### config.mk
export PLATFORM = sky130hd
export DESIGN_NAME = rs485_de_uart
export DESIGN_NICKNAME = d
export VERILOG_FILES = /design/src/rtl/rs485de_pkg.sv /design/src/rtl/rs485de_baud.sv /design/src/rtl/rs485de_tx.sv /design/src/rtl/rs485de_ctrl.sv /design/src/rtl/rs485_de_uart.sv
export SDC_FILE = /design/constraint.sdc
export NUM_CORES = 1
export LEC_CHECK = 0
export BUFFER_PORTS_ARGS = -buffer_cell sky130_fd_sc_hd__buf_2
export CORE_ASPECT_RATIO = 1.75
export CORE_MARGIN = 2
export CORE_UTILIZATION = 57
export DETAILED_ROUTE_END_ITERATION = 12
export PLACE_DENSITY = 0.78
export SLEW_MARGIN = 20
export SYNTH_ARGS = -nofsm -noshare
export SYNTH_HDL_FRONTEND = slang
export SYNTH_SLANG_ARGS = --single-unit
### constraint.sdc
create_clock -name clk_i -period 2.4 [get_ports clk_i]
set_clock_uncertainty 0.2 [all_clocks]
set_input_delay 0.36 -clock clk_i [delete_from_list [all_inputs] [get_ports clk_i]]
set_output_delay 0.36 -clock clk_i [all_outputs]
set_load 0.01 [all_outputs]
### src/rtl/rs485de_pkg.sv
package rs485de_pkg;

    typedef enum logic {
        TX_IDLE  = 1'b0,
        TX_SHIFT = 1'b1
    } tx_state_e;

    typedef struct packed {
        logic en;
        logic pol;
        logic hold;
    } de_cfg_t;

    localparam de_cfg_t CFG_RESET = '{en: 1'b0, pol: 1'b1, hold: 1'b0};

endpackage

### src/rtl/rs485de_baud.sv
module rs485de_baud #(
    parameter int CLKS_PER_BIT = 16
) (
    input  logic clk_i,
    input  logic rst_i,
    output logic tick_o
);
    localparam int CW = (CLKS_PER_BIT > 2) ? $clog2(CLKS_PER_BIT) : 1;
    localparam logic [CW-1:0] LAST = CW'(CLKS_PER_BIT - 1);

    logic [CW-1:0] cnt_d, cnt_q;

    always_comb begin
        tick_o = (cnt_q == LAST);
        cnt_d  = tick_o ? '0 : cnt_q + 1'b1;
    end

    always_ff @(posedge clk_i) begin
        if (rst_i) cnt_q <= '0;
        else       cnt_q <= cnt_d;
    end
endmodule

### src/rtl/rs485de_tx.sv
module rs485de_tx
    import rs485de_pkg::*;
#(
    parameter int DATA_W = 8
) (
    input  logic              clk_i,
    input  logic              rst_i,
    input  logic              tick_i,
    input  logic [DATA_W-1:0] data_i,
    input  logic              valid_i,
    output logic              ready_o,
    output logic              txd_o,
    output logic              busy_o,
    output logic              start_o,
    output logic              stop_o
);
    localparam int FRAME_W = DATA_W + 2;
    localparam int IDX_W   = $clog2(FRAME_W);
    localparam logic [IDX_W-1:0] LAST_IDX = IDX_W'(FRAME_W - 1);

    typedef struct packed {
        tx_state_e          state;
        logic               full;
        logic [DATA_W-1:0]  hold;
        logic [FRAME_W-1:0] frame;
        logic [IDX_W-1:0]   idx;
        logic               txd;
    } tx_reg_t;

    tx_reg_t r_q, r_d;
    logic    accept;

    always_comb begin
        r_d     = r_q;
        start_o = 1'b0;
        stop_o  = 1'b0;
        accept  = valid_i && !r_q.full;

        if (tick_i) begin
            case (r_q.state)
                TX_IDLE: begin
                    if (r_q.full) start_o = 1'b1;
                end
                TX_SHIFT: begin
                    if (r_q.idx == LAST_IDX) begin
                        stop_o = 1'b1;
                        if (r_q.full) begin
                            start_o = 1'b1;
                        end else begin
                            r_d.state = TX_IDLE;
                            r_d.txd   = 1'b1;
                        end
                    end else begin
                        r_d.idx   = r_q.idx + 1'b1;
                        r_d.frame = {1'b1, r_q.frame[FRAME_W-1:1]};
                        r_d.txd   = r_q.frame[1];
                    end
                end
                default: r_d.state = TX_IDLE;
            endcase
        end

        // Start bit is launched in the very tick that frees the shifter.
        if (start_o) begin
            r_d.state = TX_SHIFT;
            r_d.frame = {1'b1, r_q.hold, 1'b0};
            r_d.idx   = '0;
            r_d.txd   = 1'b0;
            r_d.full  = 1'b0;
        end

        if (accept) begin
            r_d.full = 1'b1;
            r_d.hold = data_i;
        end
    end

    always_ff @(posedge clk_i) begin
        if (rst_i) begin
            r_q.state <= TX_IDLE;
            r_q.full  <= 1'b0;
            r_q.hold  <= '0;
            r_q.frame <= '1;
            r_q.idx   <= '0;
            r_q.txd   <= 1'b1;
        end else begin
            r_q <= r_d;
        end
    end

    assign ready_o = !r_q.full;
    assign txd_o   = r_q.txd;
    assign busy_o  = (r_q.state == TX_SHIFT);
endmodule

### src/rtl/rs485de_ctrl.sv
module rs485de_ctrl
    import rs485de_pkg::*;
#(
    parameter int CHAR_BITS = 10
) (
    input  logic    clk_i,
    input  logic    rst_i,
    input  logic    tick_i,
    input  logic    busy_i,
    input  logic    start_i,
    input  logic    stop_i,
    input  de_cfg_t cfg_i,
    output logic    de_o,
    output logic    act_o,
    output de_cfg_t cfg_o
);
    localparam int CW = $clog2(CHAR_BITS + 1);
    localparam logic [CW-1:0] HOLD_BITS = CW'(CHAR_BITS);

    typedef struct packed {
        de_cfg_t         cfg;
        logic            act;
        logic [CW-1:0]   cnt;
        logic            de;
    } ctrl_reg_t;

    ctrl_reg_t r_q, r_d;
    logic      line_idle;

    always_comb begin
        r_d       = r_q;
        line_idle = !busy_i && !r_q.act && !start_i;

        if (line_idle) r_d.cfg = cfg_i;

        // A start in the same cycle as a stop wins, so the pin never dips.
        if (start_i) begin
            r_d.act = 1'b1;
            r_d.cnt = '0;
        end else if (stop_i) begin
            if (r_q.cfg.hold) r_d.cnt = HOLD_BITS;
            else              r_d.act = 1'b0;
        end else if (tick_i && (r_q.cnt != '0)) begin
            r_d.cnt = r_q.cnt - 1'b1;
            if (r_q.cnt == CW'(1)) r_d.act = 1'b0;
        end

        r_d.de = (r_d.cfg.en && r_d.act) ? r_d.cfg.pol : !r_d.cfg.pol;
    end

    always_ff @(posedge clk_i) begin
        if (rst_i) begin
            r_q.cfg <= CFG_RESET;
            r_q.act <= 1'b0;
            r_q.cnt <= '0;
            r_q.de  <= !CFG_RESET.pol;
        end else begin
            r_q <= r_d;
        end
    end

    assign de_o  = r_q.de;
    assign act_o = r_q.act;
    assign cfg_o = r_q.cfg;
endmodule

### src/rtl/rs485_de_uart.sv
module rs485_de_uart
    import rs485de_pkg::*;
#(
    parameter int CLKS_PER_BIT = 16,
    parameter int DATA_W       = 8
) (
    input  logic              clk_i,
    input  logic              rst_i,
    input  logic              cfg_en_i,
    input  logic              cfg_pol_i,
    input  logic              cfg_hold_i,
    input  logic [DATA_W-1:0] tx_data_i,
    input  logic              tx_valid_i,
    output logic              tx_ready_o,
    output logic              txd_o,
    output logic              de_o
);
    localparam int CHAR_BITS = DATA_W + 2;

    logic    baud_tick;
    logic    tx_busy;
    logic    frame_start;
    logic    frame_stop;
    logic    de_act;
    de_cfg_t cfg_req;
    de_cfg_t eff_cfg;
    logic    cfg_en_q;
    logic    cfg_pol_q;
    logic    cfg_hold_q;

    assign cfg_req    = '{en: cfg_en_i, pol: cfg_pol_i, hold: cfg_hold_i};
    assign cfg_en_q   = eff_cfg.en;
    assign cfg_pol_q  = eff_cfg.pol;
    assign cfg_hold_q = eff_cfg.hold;

    rs485de_baud #(.CLKS_PER_BIT(CLKS_PER_BIT)) baud_i (
        .clk_i  (clk_i),
        .rst_i  (rst_i),
        .tick_o (baud_tick)
    );

    rs485de_tx #(.DATA_W(DATA_W)) tx_i (
        .clk_i   (clk_i),
        .rst_i   (rst_i),
        .tick_i  (baud_tick),
        .data_i  (tx_data_i),
        .valid_i (tx_valid_i),
        .ready_o (tx_ready_o),
        .txd_o   (txd_o),
        .busy_o  (tx_busy),
        .start_o (frame_start),
        .stop_o  (frame_stop)
    );

    rs485de_ctrl #(.CHAR_BITS(CHAR_BITS)) ctrl_i (
        .clk_i   (clk_i),
        .rst_i   (rst_i),
        .tick_i  (baud_tick),
        .busy_i  (tx_busy),
        .start_i (frame_start),
        .stop_i  (frame_stop),
        .cfg_i   (cfg_req),
        .de_o    (de_o),
        .act_o   (de_act),
        .cfg_o   (eff_cfg)
    );
endmodule

==> summary.md <==
| Metric | Value |
|---|---|
| Status | finished clean |
| Via/cell ratio | 5.87 |
| Distinct cell type count of the synthesized netlist | 39 |
| Fraction of layout cells with a size suffix above 1 | 16.3% |
| I/O pins | 17 |
| Fmax | 465 MHz |
| Dpl hpwl | 2300 um |
| CP arrival | 2.12 ns |
| Vias after detailed routing | 1308 |
| Worst-Margin Slew | 0.655 ns |
| DRT iter0 DRCs | 38 |
| Final setup margin | 0.250 ns |
| Hold Crit Depth | 3 |
| Sequential fraction of the synthesis area | 45.5% |
| Rows | 25 |
| Worst-Skew Late Latency | 0.28 ns |
| Switch share | 22.0% |
| Worst setup startpoint | ctrl_i.r_q[1]$_SDFFE_PP0P_ |
| EDFF count, synth | 0 |
| Post-route ant nets | 0 |
| CP required | 2.37 ns |
| Die area | 3240 um^2 |
| Flop pwr share | 54.1% |
| Ys async rst share | 0% |
| Synth Instances | 177 |
| Post-CTS setup buffer count | 0 |
| Die W | 43.9 um |
| Worst Reg2Reg Path Length in Cells | 7 |
| Worst-path clk slew | 0.07 ns |
| Setup TNS | 0 ns |
| Sw power | 258 uW |
| Critical-path maximum fanout | 5 |
| Final core occ | 66.6% |
| Synth Warn # | 0 |
| Syn nets | 196 |
| Antenna cells | 0 |
| Drt first pass iters | 4 |
| Vias in the first global route | 1277 |
| Pint | 913 uW |
| Synthesis-to-finish area growth | 12.9% |
| Flop2flop setup slack | 0.25 ns |
| Clock buffer depth | 2 |
| Leakage | 0.000689 uW |
| Drt drc | 0 |
| Hold_buf cts | 0 |
| Hold Worst Slack | 0.111 ns |
| FF+latch count, synth | 36 |
| Post-synth top flop | dfxtp_1 |
| CTS Root Cell | clkbuf_8 |
| First-pass GRT wire length | 5400 um |
| Synth top area cells | dfxtp_1 45%, mux2i_1 5.7%, a21oi_1 5.1%, nor2_1 5.0%, ha_1 3.9% |
| Critical Path End Type | register |
| Period utilisation layout | 89.6% |
| Gr usage total | 22.4% |
| Post-CTS Resized | 0 |
| Leading area contributor after synthesis | dfxtp_1 |
| FF-to-FF Start | ctrl_i.r_q[1]$_SDFFE_PP0P_ |
| Nets@finish | 215 |
| Initial antenna violation count | 0 |
| Syn Area/Cell | 8.96 um^2 |
| Worst Hold Class | primary input to register |
| Comb pwr share | 7.1% |
| Die height | 73.8 um |
| Largest net degree at the start of global routing | 29 |
| Fin area | 1790 um^2 |
| Hold Vio Cnt, Final | 0 |
| Max-capacitance violation count | 0 |
| Clock share of power | 38.7% |
| Place WS | 0.246 ns |
| Slew headroom | 56.2% |
| Final min period | 2.15 ns |
| Detailed-route wire length per cell | 14.0 um |
| Total CTS buffers | 5 |
| Core Area | 2690 um^2 |
| Slew Viols, Final | 0 |
| Synth Cell Area | 1590 um^2 |
| Capture point of the worst reg-to-reg path | ctrl_i.de_o$_SDFF_PP0_ |
| Port buffer count | 16 |
| VDD IR max | 0.476 mV |
| Htree depth | 2 |
| P per Cell Area | 654 nW/um^2 |
| Placement Cell Area | 1690 um^2 |
| Share of the synthesized area in the top cell type | 45.5% |
| Final GP Congestion | 0.816 |
| RSZ-0062 raised after global routing | false |
| Setup violators final | 0 |
| Setup CP Type | register to register |
| Worst setup path endpoint | ctrl_i.de_o$_SDFF_PP0_ |
| CTS tree | yes |
| Clk sink count | 36 |
| WL final | 3110 um |
| Total congestion overflow | 0 |
| Crit start category | register |
| Initial Util | 58.9% |
worst min path at each step:
stage                                         start                         to
after floorplan           tx_i.r_q[10]$_SDFFE_PP1P_  tx_i.r_q[10]$_SDFFE_PP1P_
after global placement    tx_i.r_q[12]$_SDFFE_PP1P_  tx_i.r_q[12]$_SDFFE_PP1P_
after detailed placement  tx_i.r_q[11]$_SDFFE_PP1P_  tx_i.r_q[11]$_SDFFE_PP1P_
after CTS                              tx_data_i[7]  tx_i.r_q[22]$_SDFFE_PP0P_
after global routing                   tx_data_i[2]  tx_i.r_q[17]$_SDFFE_PP0P_
final                                  tx_data_i[7]  tx_i.r_q[22]$_SDFFE_PP0P_
power by group through the flow:
| stage | registers [uW] | logic (uW) | clock network [uW] |
|---|---|---|---|
| 3_5_place_dp | 647 | 84.3 | 0 |
| 6_report | 634 | 83.4 | 454 |
| 2_1_floorplan | 645 | 56.1 | 0 |
| 3_3_place_gp | 646 | 80.5 | 0 |
| 5_1_grt | 636 | 93.6 | 484 |
| 4_1_cts | 633 | 85.2 | 465 |
cells by family after synthesis:
logic type	after synthesis	synth area share [%]
xor+xnor	6	3.31
mux	9	5.68
simple gates	68	21.5
buf+inv	15	4.10
compound gates	38	16.0
fa+ha+maj	5	3.95
flops	36	45.5
registers in the layout, indices dropped and copies added, names as in the netlist:
signal,count
baud_i.cnt_q,4
ctrl_i.act_o,1
ctrl_i.cfg_o,3
ctrl_i.de_o,1
ctrl_i.r_q,4
tx_i.busy_o,1
tx_i.r_q,21
tx_i.txd_o,1
Yosys cell counts, drive strengths merged (2+ instances only):
| cell | instances |
|---|---|
| mux2i | 9 |
| inv | 6 |
| nor3 | 4 |
| a211o | 7 |
| nor2 | 23 |
| a21oi | 16 |
| nand3 | 11 |
| a211oi | 2 |
| o21ai | 3 |
| nor2b | 2 |
| o21bai | 2 |
| nand2 | 16 |
| ha | 5 |
| xnor2 | 4 |
| clkbuf | 7 |
| xor2 | 2 |
| nand4 | 3 |
| dfxtp | 36 |
| nor3b | 2 |
| buf | 2 |
metal layers:
layer  vias to the layer above  GRT usage [%]  routed length [um]
li1                        660              -                   -
met1                       623           23.1                1280
met2                        21           39.9                1700
met3                         4           5.41                  96
met4                         0           12.1                  42
met5                         -              0                   0
per-stage QoR:
stage / power, uW / cells
2_1_floorplan: 701 / 177
3_3_place_gp: 726 / 216
3_5_place_dp: 731 / 216
4_1_cts: 1180 / 223
5_1_grt: 1210 / 223
6_report: 1170 / 223
area by class of cell:
cell class	instances	area [um^2]
Multi-Input combinational cell	126	800
Timing Repair Buffer	21	118
Sequential cell	36	721
Fill cell	228	900
Inverter	6	22.5
Clock buffer	7	96.3
Tap cell	27	33.8
placed cells by master, fill, tap and decap left out, drive strengths merged, types with 3 or more instances in the layout:
master,netlist,routed
nand4,3,3
inv,6,6
nor3,4,4
a211o,7,7
a21oi,16,16
dfxtp,36,36
clkbuf,7,7
o21ai,3,3
nor2,23,23
mux2i,9,9
ha,5,5
buf,2,21
nand3,11,11
nand2,16,16
xnor2,4,4
worst max-delay path: stages (launching register included):
cell and delay [ns]:
dfxtp_1 0.44, inv_1 0.08, ha_1 0.22, or4b_1 0.49, a211oi_1 0.24, or3_1 0.15, a21oi_1 0.07, o2bb2ai_1 0.15
(Power assumes the default switching activity.)
